File: src/rtl/cs_bank_pkg.sv
// Package: shared configuration type and word packing for the bank decoder.
// Assumes a 17-bit base compare field and a 32-bit register word.
package cs_bank_pkg;

    localparam int BASE_W = 17;
    localparam int WORD_W = 32;

    typedef struct packed {
        logic [BASE_W-1:0] base;
        logic [1:0]        psize;
        logic [1:0]        chk;
        logic              wprot;
        logic              flash;
        logic              valid;
    } bank_cfg_t;

    // Replace the forbidden flash + 16-bit pairing with 8-bit width.
    function automatic bank_cfg_t legalize(input bank_cfg_t c);
        bank_cfg_t r;
        r = c;
        if (c.flash && c.psize == 2'b10) begin
            r.psize = 2'b01;
        end
        return r;
    endfunction

    // Unpack a register word into the stored configuration.
    function automatic bank_cfg_t word_to_cfg(input logic [WORD_W-1:0] w);
        bank_cfg_t c;
        c.base  = w[31:15];
        c.psize = w[12:11];
        c.chk   = w[10:9];
        c.wprot = w[8];
        c.flash = w[5];
        c.valid = w[0];
        return legalize(c);
    endfunction

    // Pack the stored configuration into a register word, reserved bits zero.
    function automatic logic [WORD_W-1:0] cfg_to_word(input bank_cfg_t c);
        logic [WORD_W-1:0] w;
        w        = '0;
        w[31:15] = c.base;
        w[12:11] = c.psize;
        w[10:9]  = c.chk;
        w[8]     = c.wprot;
        w[5]     = c.flash;
        w[0]     = c.valid;
        return w;
    endfunction

endpackage

File: src/rtl/cs_bank_regfile.sv
// Bank configuration registers and status enable, with a combinational read port.
// Assumes byte offsets: bank n at REG_BASE + n*REG_STRIDE, status just after the last bank.
module cs_bank_regfile
    import cs_bank_pkg::*;
#(
    parameter int          NUM_BANKS  = 4,
    parameter int          REG_AW     = 16,
    parameter int unsigned REG_BASE   = 32'h5000,
    parameter int unsigned REG_STRIDE = 8
) (
    input  logic              clk,
    input  logic              rst_n,
    input  logic [1:0]        boot_ps,
    input  logic              boot_flash,
    input  logic              reg_we,
    input  logic [REG_AW-1:0] reg_addr,
    input  logic [WORD_W-1:0] reg_wdata,
    input  logic              flag_q,
    output bank_cfg_t         cfg [NUM_BANKS],
    output logic              irq_en,
    output logic              clr_req,
    output logic [WORD_W-1:0] reg_rdata
);

    localparam int unsigned STAT_OFS = REG_BASE + NUM_BANKS * REG_STRIDE;

    logic [NUM_BANKS-1:0] addr_hit;
    logic                 stat_hit;
    bank_cfg_t            boot_cfg;

    // Bank 0 reset image built from the boot inputs.
    always_comb begin
        boot_cfg       = '0;
        boot_cfg.psize = boot_ps;
        boot_cfg.flash = boot_flash;
        boot_cfg.valid = 1'b1;
        boot_cfg       = legalize(boot_cfg);
    end

    assign stat_hit = (reg_addr == REG_AW'(STAT_OFS));
    assign clr_req  = reg_we && stat_hit && reg_wdata[0];

    for (genvar i = 0; i < NUM_BANKS; i++) begin : g_bank
        assign addr_hit[i] = (reg_addr == REG_AW'(REG_BASE + i * REG_STRIDE));

        // Hold one bank word: boot image or zero at reset, software write otherwise.
        always_ff @(posedge clk) begin
            if (!rst_n) begin
                cfg[i] <= (i == 0) ? boot_cfg : '0;
            end else if (reg_we && addr_hit[i]) begin
                cfg[i] <= word_to_cfg(reg_wdata);
            end
        end

        a_r10_no_flash16 : assert property (@(posedge clk) disable iff (!rst_n)
            !(cfg[i].flash && cfg[i].psize == 2'b10));
    end

    // Interrupt enable bit of the status word.
    always_ff @(posedge clk) begin
        if (!rst_n) begin
            irq_en <= 1'b0;
        end else if (reg_we && stat_hit) begin
            irq_en <= reg_wdata[1];
        end
    end

    // Read multiplexer; unmapped offsets return zero.
    always_comb begin
        reg_rdata = '0;
        for (int i = 0; i < NUM_BANKS; i++) begin
            if (addr_hit[i]) begin
                reg_rdata = cfg_to_word(cfg[i]);
            end
        end
        if (stat_hit) begin
            reg_rdata[1:0] = {irq_en, flag_q};
        end
    end

endmodule

File: src/rtl/cs_bank_matcher.sv
// Masked address compare for every bank and lowest-index priority pick.
// Purely combinational; assumes NUM_BANKS >= 2.
module cs_bank_matcher
    import cs_bank_pkg::*;
#(
    parameter int NUM_BANKS = 4,
    localparam int IDX_W    = (NUM_BANKS > 1) ? $clog2(NUM_BANKS) : 1
) (
    input  bank_cfg_t                   cfg [NUM_BANKS],
    input  logic [NUM_BANKS*BASE_W-1:0] mask,
    input  logic [BASE_W-1:0]           addr_hi,
    output logic [NUM_BANKS-1:0]        win,
    output logic [IDX_W-1:0]            win_idx,
    output logic                        any
);

    logic [NUM_BANKS-1:0] match;

    for (genvar i = 0; i < NUM_BANKS; i++) begin : g_cmp
        assign match[i] = cfg[i].valid &&
            (((addr_hi ^ cfg[i].base) & mask[i*BASE_W +: BASE_W]) == '0);
    end

    // Walk from the top bank down so the lowest matching index is kept.
    always_comb begin
        win     = '0;
        win_idx = '0;
        any     = 1'b0;
        for (int i = NUM_BANKS - 1; i >= 0; i--) begin
            if (match[i]) begin
                win     = '0;
                win[i]  = 1'b1;
                win_idx = IDX_W'(i);
                any     = 1'b1;
            end
        end
    end

endmodule

File: src/rtl/cs_wp_error.sv
// Sticky write-protect error flag with write-one-to-clear and gated interrupt.
// Assumes a set request beats a clear request in the same cycle.
module cs_wp_error (
    input  logic clk,
    input  logic rst_n,
    input  logic set_req,
    input  logic clr_req,
    input  logic irq_en,
    output logic flag_q,
    output logic irq
);

    // Flag register: set has priority over software clear.
    always_ff @(posedge clk) begin
        if (!rst_n) begin
            flag_q <= 1'b0;
        end else if (set_req) begin
            flag_q <= 1'b1;
        end else if (clr_req) begin
            flag_q <= 1'b0;
        end
    end

    assign irq = flag_q && irq_en;

    a_r8_set_wins : assert property (@(posedge clk) disable iff (!rst_n)
        set_req |=> flag_q);
    a_r8_sticky : assert property (@(posedge clk) disable iff (!rst_n)
        (flag_q && !clr_req) |=> flag_q);
    a_r8_clears : assert property (@(posedge clk) disable iff (!rst_n)
        (clr_req && !set_req) |=> !flag_q);

endmodule

File: src/rtl/cs_bank_decoder.sv
// Top: bank registers, address matcher and write-protect error unit, with
// registered decode outputs one cycle after the transaction is sampled.
// Assumes a single-cycle transaction strobe and the upper address bits only.
module cs_bank_decoder
    import cs_bank_pkg::*;
#(
    parameter int          NUM_BANKS  = 4,
    parameter int          REG_AW     = 16,
    parameter int unsigned REG_BASE   = 32'h5000,
    parameter int unsigned REG_STRIDE = 8
) (
    input  logic                        clk,
    input  logic                        rst_n,
    input  logic [1:0]                  boot_port_size,
    input  logic                        boot_flash_sel,
    input  logic                        reg_we,
    input  logic [REG_AW-1:0]           reg_addr,
    input  logic [WORD_W-1:0]           reg_wdata,
    output logic [WORD_W-1:0]           reg_rdata,
    input  logic [NUM_BANKS*BASE_W-1:0] bank_mask,
    input  logic                        bus_valid,
    input  logic                        bus_write,
    input  logic [BASE_W-1:0]           bus_addr_hi,
    output logic [NUM_BANKS-1:0]        chip_sel,
    output logic [1:0]                  sel_port_size,
    output logic                        sel_flash,
    output logic                        no_hit,
    output logic                        wp_abort,
    output logic                        bus_err_irq
);

    localparam int IDX_W = (NUM_BANKS > 1) ? $clog2(NUM_BANKS) : 1;

    bank_cfg_t            cfg [NUM_BANKS];
    logic [NUM_BANKS-1:0] win;
    logic [IDX_W-1:0]     win_idx;
    logic                 any;
    logic                 irq_en;
    logic                 clr_req;
    logic                 flag_q;
    logic                 viol;
    bank_cfg_t            wcfg;

    cs_bank_regfile #(
        .NUM_BANKS (NUM_BANKS),
        .REG_AW    (REG_AW),
        .REG_BASE  (REG_BASE),
        .REG_STRIDE(REG_STRIDE)
    ) u_regs (
        .clk       (clk),
        .rst_n     (rst_n),
        .boot_ps   (boot_port_size),
        .boot_flash(boot_flash_sel),
        .reg_we    (reg_we),
        .reg_addr  (reg_addr),
        .reg_wdata (reg_wdata),
        .flag_q    (flag_q),
        .cfg       (cfg),
        .irq_en    (irq_en),
        .clr_req   (clr_req),
        .reg_rdata (reg_rdata)
    );

    cs_bank_matcher #(
        .NUM_BANKS(NUM_BANKS)
    ) u_match (
        .cfg    (cfg),
        .mask   (bank_mask),
        .addr_hi(bus_addr_hi),
        .win    (win),
        .win_idx(win_idx),
        .any    (any)
    );

    assign wcfg = cfg[win_idx];
    assign viol = bus_valid && bus_write && any && wcfg.wprot;

    cs_wp_error u_err (
        .clk    (clk),
        .rst_n  (rst_n),
        .set_req(viol),
        .clr_req(clr_req),
        .irq_en (irq_en),
        .flag_q (flag_q),
        .irq    (bus_err_irq)
    );

    // Register the decode result; everything idles low between transactions.
    always_ff @(posedge clk) begin
        if (!rst_n || !bus_valid) begin
            chip_sel      <= '0;
            sel_port_size <= '0;
            sel_flash     <= 1'b0;
            no_hit        <= 1'b0;
            wp_abort      <= 1'b0;
        end else begin
            chip_sel      <= viol ? '0 : win;
            sel_port_size <= any ? wcfg.psize : 2'b00;
            sel_flash     <= any && wcfg.flash;
            no_hit        <= !any;
            wp_abort      <= viol;
        end
    end

    a_r3_cs_onehot : assert property (@(posedge clk) disable iff (!rst_n)
        $onehot0(chip_sel));
    a_r3_cs_needs_bus : assert property (@(posedge clk) disable iff (!rst_n)
        (chip_sel != '0) |-> $past(bus_valid));
    a_r6_nohit_clean : assert property (@(posedge clk) disable iff (!rst_n)
        no_hit |-> (chip_sel == '0 && !wp_abort));
    a_r7_abort_clean : assert property (@(posedge clk) disable iff (!rst_n)
        wp_abort |-> (chip_sel == '0 && flag_q));

endmodule

File: config.mk
export PLATFORM = sky130hd
export DESIGN_NAME = cs_bank_decoder
export DESIGN_NICKNAME = d
export VERILOG_FILES = /design/src/rtl/cs_bank_pkg.sv /design/src/rtl/cs_bank_regfile.sv /design/src/rtl/cs_bank_matcher.sv /design/src/rtl/cs_wp_error.sv /design/src/rtl/cs_bank_decoder.sv
export SDC_FILE = /design/constraint.sdc
export NUM_CORES = 1
export LEC_CHECK = 0
export BUFFER_PORTS_ARGS = -buffer_cell sky130_fd_sc_hd__buf_2
export CORE_UTILIZATION = 35
export DETAILED_ROUTE_END_ITERATION = 8
export SKIP_CTS_REPAIR_TIMING = 1
export SYNTH_ARGS = -nofsm -noshare
export SYNTH_HDL_FRONTEND = slang
export SYNTH_SLANG_ARGS = --single-unit
File: constraint.sdc
create_clock -name clk -period 2.9 [get_ports clk]
set_input_delay 0.145 -clock clk [delete_from_list [all_inputs] [get_ports clk]]
set_output_delay 0.145 -clock clk [all_outputs]
set_load 0.02 [all_outputs]
Word-level counts from Yosys, hierarchy flattened
Index checks and enable logic that the tools add are counted.
Word-level totals
  flip-flop bits (word level): 107
  input port bits: 141
  output and inout port bits: 42
  logic and storage cells: 110
Cells by class
  order comparisons: 1
  eq/ne operators: 8
  multiplexer cells: 26
  bitwise logic cells: 10
  reductions and logical operators: 31
Operators by type and width (count)
  two-way mux 32 bit: 4
  equality test 16 x 15 -> 1 bit (second input constant): 5
  bitwise AND 17 bit: 4
  zero test 17 bit: 4
  XOR 17 bit: 4
  binary-select mux 24 bit (select 2 bit): 1
  two-way mux 7 bit: 4
  logical AND 1 bit: 17
  two-way mux 2 bit: 8
  two-way mux 1 bit: 7
  OR reduction 5 bit: 1
  equality test 2 bit (second input constant): 2
  two-way mux 4 bit: 1
  OR reduction 2 bit: 2
  OR reduction 4 bit: 1
  >= comparator 3 bit (second input constant): 1
  zero test 1 bit: 3
  two-way mux 3 bit: 1
  NOT 2 -> 3 bit: 1
  OR reduction 3 bit: 1
  != test 2 x 1 -> 1 bit (second input constant): 1
  nonzero test 2 bit: 1
  logical OR 1 bit: 1
  NOT 1 bit: 1

Logic depth before layout (Yosys ltp)
  word-level depth: 14
  mapped depth: 9

Hierarchy
From an unflattened synthesis, not the netlist that was laid out.
Second synthesis, totals
  cells, all modules: 784
  area, all modules: 6213.5 µm²
Modules (own cells, without submodules)
  cs_bank_regfile: times used 1, cells an instance 621, area an instance 4778.3 µm², seq. area each 1971.9 µm²
  cs_bank_matcher: times used 1, cells an instance 129, area an instance 1011.0 µm², seq. area each 0.0 µm²
  cs_bank_decoder: times used 1, cells an instance 30, area an instance 375.4 µm², seq. area each 180.2 µm²
  cs_wp_error: times used 1, cells an instance 4, area an instance 48.8 µm², seq. area each 20.0 µm²

Worst setup path before layout
No wires, ideal clock.
  path kind: input to output
  start: in reg_addr[9]
  end: out reg_rdata[26]
  data arrival time: 1.887 ns
  data required time: 2.755 ns
  path slack: 0.868 ns
  stages: 7
  cells stage by stage: nor4b_1 and3_1 nand2b_1 nor2_1 clkbuf_1 a222oi_1 a21oi_1
On the way
  word-level cells in the longest chain between the ends: 5
Ends and longest elaborated chain
  from (decl): RTL line cs_bank_decoder.sv:17  | input logic [REG_AW-1:0] reg_addr,
  equality test 16 x 15 -> 1 bit: RTL line cs_bank_regfile.sv:44  | assign addr_hit[i] = (reg_addr == REG_AW'(REG_BASE + i * REG_STRIDE));
  two-way mux 32 bit (3 in series): RTL line cs_bank_regfile.sv:72  | if (addr_hit[i]) begin
  two-way mux 32 bit *: RTL line cs_bank_regfile.sv:72
  to (decl): RTL line cs_bank_decoder.sv:19  | output logic [WORD_W-1:0] reg_rdata,
Every way passes the cells marked *; elsewhere a longest branch is shown, timed or not.

Worst setup path in the final report
  start: reg, netlist name u_regs.cfg[82]
  end: reg wp_abort
On the way
  word-level cells in the longest chain between the ends: 10
Ends and longest elaborated chain
  XOR 17 bit *: RTL line cs_bank_matcher.sv:21  | (((addr_hi ^ cfg[i].base) & mask[i*BASE_W +: BASE_W]) == '0);
  bitwise AND 17 bit *: RTL line cs_bank_matcher.sv:21
  zero test 17 bit *: RTL line cs_bank_matcher.sv:21
  logical AND 1 bit *: RTL line cs_bank_matcher.sv:20  | assign match[i] = cfg[i].valid &&
  two-way mux 2 bit: RTL line cs_bank_matcher.sv:30  | if (match[i]) begin
  NOT 2 -> 3 bit (not written as such): RTL line cs_bank_decoder.sv:75  | assign wcfg = cfg[win_idx];
  binary-select mux 24 bit (select 2 bit): RTL line cs_bank_decoder.sv:75
  two-way mux 7 bit (not written as such) (2 in series): RTL line cs_bank_decoder.sv:75
  logical AND 1 bit *: RTL line cs_bank_decoder.sv:76  | assign viol = bus_valid && bus_write && any && wcfg.wprot;
  to (signal assigned): RTL line cs_bank_decoder.sv:101  | wp_abort <= viol;
  to (decl): RTL line cs_bank_decoder.sv:28  | output logic wp_abort,
Every way passes the cells marked *; elsewhere a longest branch is shown, timed or not. The select of a mux whose other input is x is not followed.
A chain may end at the register's enable or synchronous reset.

==> flow_summary.html <==
<table>
<tr><th>Metric</th><th>Value</th></tr>
<tr><th colspan="2">STA</th></tr>
<tr><td>Final Setup Violations</td><td>0</td></tr>
<tr><td>Measured slew at the worst slew-check pin</td><td>0.652 ns</td></tr>
<tr><td>Worst slew slack as a fraction of its limit</td><td>56.4%</td></tr>
<tr><td>Peak clock frequency supported by timing</td><td>0.393 GHz</td></tr>
<tr><td>Sum of negative setup slack</td><td>0 ns</td></tr>
<tr><td>Final-report hold violation count</td><td>0</td></tr>
<tr><td>Final critical-path share of the clock period</td><td>87.7%</td></tr>
<tr><td>Unrepaired setup endpoints after global routing</td><td>false</td></tr>
<tr><td>Max-slew violation count</td><td>0</td></tr>
<tr><td>Shortest period the worst path allows</td><td>2.54 ns</td></tr>
<tr><td>Layout Skew</td><td>0.00691 ns</td></tr>
<tr><td>Final Worst Setup Slack</td><td>0.358 ns</td></tr>
<tr><th colspan="2">Setup path</th></tr>
<tr><td>CP Launch Type</td><td>register</td></tr>
<tr><td>Required time at the worst-slack endpoint</td><td>3.17 ns</td></tr>
<tr><td>Path type of the worst setup path</td><td>reg -&gt; reg</td></tr>
<tr><td>Crit Path Max Fanout</td><td>6</td></tr>
<tr><td>Data arrival, critical path</td><td>2.82 ns</td></tr>
<tr><td>Critical path capture point type</td><td>register</td></tr>
<tr><th colspan="2">Synth</th></tr>
<tr><td>Sequential share of the synthesized area</td><td>37.7%</td></tr>
<tr><td>Count of synthesis-stage warnings from yosys</td><td>0</td></tr>
<tr><td>Adder and majority gate portion of the synthesized area</td><td>0%</td></tr>
<tr><td>XOR/XNOR share of the synthesized area</td><td>10.3%</td></tr>
<tr><td>Proportion of synthesized area in mux cells</td><td>1.22%</td></tr>
<tr><td>Per-instance average area after synthesis</td><td>7.75 µm²</td></tr>
<tr><td>Synth Area in Compound Gates</td><td>21.6%</td></tr>
<tr><td>Count of flip-flops with a built-in enable after synthesis</td><td>3</td></tr>
<tr><td>Prevailing post-synth register cell</td><td>sky130_fd_sc_hd__dfxtp_1</td></tr>
<tr><td>Async set-reset flop share out of synthesis</td><td>0%</td></tr>
<tr><td>Gate count of the mapped netlist</td><td>743</td></tr>
<tr><td>Combinational family with the most area after synthesis</td><td>simple AND/OR/NAND/NOR gates</td></tr>
<tr><td>Yosys reg bits</td><td>107</td></tr>
<tr><td>Synth Cell Area</td><td>5760 µm²</td></tr>
<tr><td>Number of distinct standard cells referenced by the synthesized netlist</td><td>39</td></tr>
<tr><td>Post-synthesis simple-gate area fraction</td><td>24.7%</td></tr>
<tr><th colspan="2">Pwr</th></tr>
<tr><td>Cell-internal power</td><td>0.00220 W</td></tr>
<tr><td>Sequential share of power</td><td>50.2%</td></tr>
<tr><td>Combinational Power Share</td><td>11.2%</td></tr>
<tr><td>Net Switching</td><td>0.000754 W</td></tr>
<tr><td>Power Density</td><td>416 nW/µm²</td></tr>
<tr><td>Total leakage power</td><td>3.01 nW</td></tr>
<tr><td>Sw Ratio</td><td>25.5%</td></tr>
<tr><td>Worst-case vdd ir drop</td><td>0.253 mV</td></tr>
<tr><td>Relative contribution of the clock network to total power</td><td>38.6%</td></tr>
<tr><th colspan="2">GRT</th></tr>
<tr><td>Via count of the first global-routing pass</td><td>5552</td></tr>
<tr><td>Most Used Layer, Global Route</td><td>met2</td></tr>
<tr><td>Pin count of the biggest net entering global routing</td><td>51</td></tr>
<tr><td>First-pass GRT wire length</td><td>31800 µm</td></tr>
<tr><td>Overall fraction of global-route tracks in use</td><td>25.3%</td></tr>
<tr><td>Met3 track demand over resource in global routing</td><td>4.26%</td></tr>
<tr><td>Global-route congestion overflow total</td><td>0</td></tr>
<tr><td>Met2 GRT Util</td><td>39.3%</td></tr>
<tr><td>Met1 Resource Use GR</td><td>35.8%</td></tr>
<tr><td>Antenna violations before repair</td><td>0</td></tr>
<tr><th colspan="2">Place</th></tr>
<tr><td>Number of buffers inserted by port buffering</td><td>168</td></tr>
<tr><td>Routability congestion estimate from global placement</td><td>0.901</td></tr>
<tr><td>Pre-CTS worst setup slack</td><td>0.359 ns</td></tr>
<tr><td>Hpwl dp</td><td>15600 µm</td></tr>
<tr><th colspan="2">Job</th></tr>
<tr><td>Number of max-cap violations</td><td>0</td></tr>
<tr><th colspan="2">Routing</th></tr>
<tr><td>DRC violation total after the first TritonRoute iteration</td><td>555</td></tr>
<tr><td>Count of nets left with antenna violations after detail routing</td><td>0</td></tr>
<tr><td>Wire length reported by the detailed router</td><td>21200 µm</td></tr>
<tr><td>First-pass iteration count of the detailed router</td><td>6</td></tr>
<tr><td>DRC violation count after routing</td><td>0</td></tr>
<tr><td>Detailed-route vias per instance</td><td>5.48</td></tr>
<tr><td>Routed wire per std cell</td><td>19.1 µm</td></tr>
<tr><td>Routed vias</td><td>6088</td></tr>
<tr><th colspan="2">Outcome</th></tr>
<tr><td>Status</td><td>finished clean</td></tr>
<tr><th colspan="2">Floorplanning</th></tr>
<tr><td>Initial standard-cell utilization of the core</td><td>36.1%</td></tr>
<tr><td>Core footprint</td><td>15900 µm²</td></tr>
<tr><td>Boundary Pins</td><td>183</td></tr>
<tr><td>Area of the die</td><td>17000 µm²</td></tr>
<tr><td>Die width</td><td>130 µm</td></tr>
<tr><td>Height of the chip</td><td>130 µm</td></tr>
<tr><td>Number of standard-cell rows in the floorplan</td><td>46</td></tr>
<tr><th colspan="2">Final layout</th></tr>
<tr><td>N_diodes</td><td>0</td></tr>
<tr><td>Layout-stage area growth over the synthesis result</td><td>23.3%</td></tr>
<tr><td>Final-stage net count</td><td>1033</td></tr>
<tr><td>Commonest non-fill, non-tap cell in the layout</td><td>sky130_fd_sc_hd__buf_2</td></tr>
<tr><td>Top library cells by usage in the layout, fill and taps aside</td><td>168 x sky130_fd_sc_hd__buf_2, 166 x sky130_fd_sc_hd__nand2_1, 104 x sky130_fd_sc_hd__dfxtp_1</td></tr>
<tr><td>Proportion of layout cells with a drive suffix above 1</td><td>23.5%</td></tr>
<tr><th colspan="2">Clocking</th></tr>
<tr><td>Maximum buffer depth of the clock tree</td><td>2</td></tr>
<tr><td>Insertion delay to the later sink of the worst-skew pair</td><td>0.35 ns</td></tr>
<tr><td>Clock input transition at the sequential cells of the worst setup and hold paths</td><td>0.07 ns</td></tr>
<tr><td>Clock tree from TritonCTS</td><td>done</td></tr>
<tr><td>Clock Tree Root</td><td>sky130_fd_sc_hd__clkbuf_16</td></tr>
<tr><td>CTS sink cnt</td><td>107</td></tr>
<tr><td>TritonCTS Buffers</td><td>9</td></tr>
<tr><td>Number of H-tree levels</td><td>3</td></tr>
<tr><th colspan="2">Worst hold path</th></tr>
<tr><td>Hold WC Path Type</td><td>in -&gt; reg</td></tr>
</table>
[per-stage QoR]
step           cells  utilization [%]  area [µm²]  hold slack [ns]  total power (W)
3_5_place_dp    1097             42.9        6840            0.413          0.00184
5_1_grt         1111             44.5        7100           0.0511          0.00305
2_1_floorplan    749                -        5780            0.281          0.00166
6_report        1111             44.5        7100           0.0546          0.00295
3_3_place_gp    1097             42.9        6840            0.405          0.00184
4_1_cts         1111             44.5        7100           0.0466          0.00296
[layer usage]
metal,part of all wire (%),wire [µm]
met3,8.3,1760
met5,0,0
met1,46,9710
met2,44,9420
met4,1.6,346
[power groups by stage]
stage	Clock, W	Combinational (W)	Sequential, W
after floorplan	0	0.000142	0.00152
after global placement	0	0.000325	0.00152
after detailed placement	0	0.000324	0.00152
after CTS	0.00116	0.000325	0.00148
after global routing	0.00121	0.000354	0.00148
final	0.00114	0.000329	0.00148
[state kept, by name (all words and copies together) (netlist names)]
signal         cells
chip_sel           4
no_hit             1
u_err.flag_q       1
u_regs.cfg        96
u_regs.irq_en      1
sel_port_size      2
sel_flash          1
wp_abort           1
[synth_stat cells (all sizes together), types with 7 or more instances]
cell type	count	area [µm²]
nor2	28	105
nand2	166	623
buf	7	52.6
nand3	70	350
nor4	10	83.8
nand4	18	113
a21boi	31	233
xor2	68	596
clkbuf	49	184
a22oi	25	188
a222oi	23	230
dfxtp	104	2080
a21oi	91	455
mux2i	7	70.1
[path summary, 6_finish.rpt]
| check | start | end | slack [ns] | cells after the start |
|---|---|---|---|---|
| setup reg to reg | u_regs.cfg[82] | wp_abort | 0.36 | 7 |
| hold / removal | reg_wdata[1] | u_regs.irq_en | 0.05 | 3 |
| hold reg to reg | u_regs.cfg[27] | u_regs.cfg[27] | 0.46 | 2 |
| setup / recovery | u_regs.cfg[82] | wp_abort | 0.36 | 7 |
[layout make-up]
cell class	count	area [µm²]
clock buffer	11	243
inverter	4	15.0
tap	216	270
clock inverter	3	17.5
sequential	107	2170
fill	1690	8840
multi-input combinational	582	3380
timing repair buffer	188	1000
[worst max-delay path, cell delays in order, from the launching register on]
cell,delay (ns)
sky130_fd_sc_hd__dfxtp_1,0.33
sky130_fd_sc_hd__xor2_1,0.16
sky130_fd_sc_hd__a22oi_1,0.27
sky130_fd_sc_hd__nand4_1,0.24
sky130_fd_sc_hd__nor4_2,0.57
sky130_fd_sc_hd__nor2_1,0.20
sky130_fd_sc_hd__a2111oi_4,0.49
sky130_fd_sc_hd__nor2b_1,0.21
[kinds of logic (layout without fill, tap and decap cells)]
group	Yosys count	in the layout
flip-flops	107	107
AND/OR/NAND/NOR	314	314
XOR/XNOR	68	68
AO/OA/AOI/OAI	186	186
other	1	7
multiplexers	7	7
buffers and inverters	60	206
(Power assumes the default switching activity.)
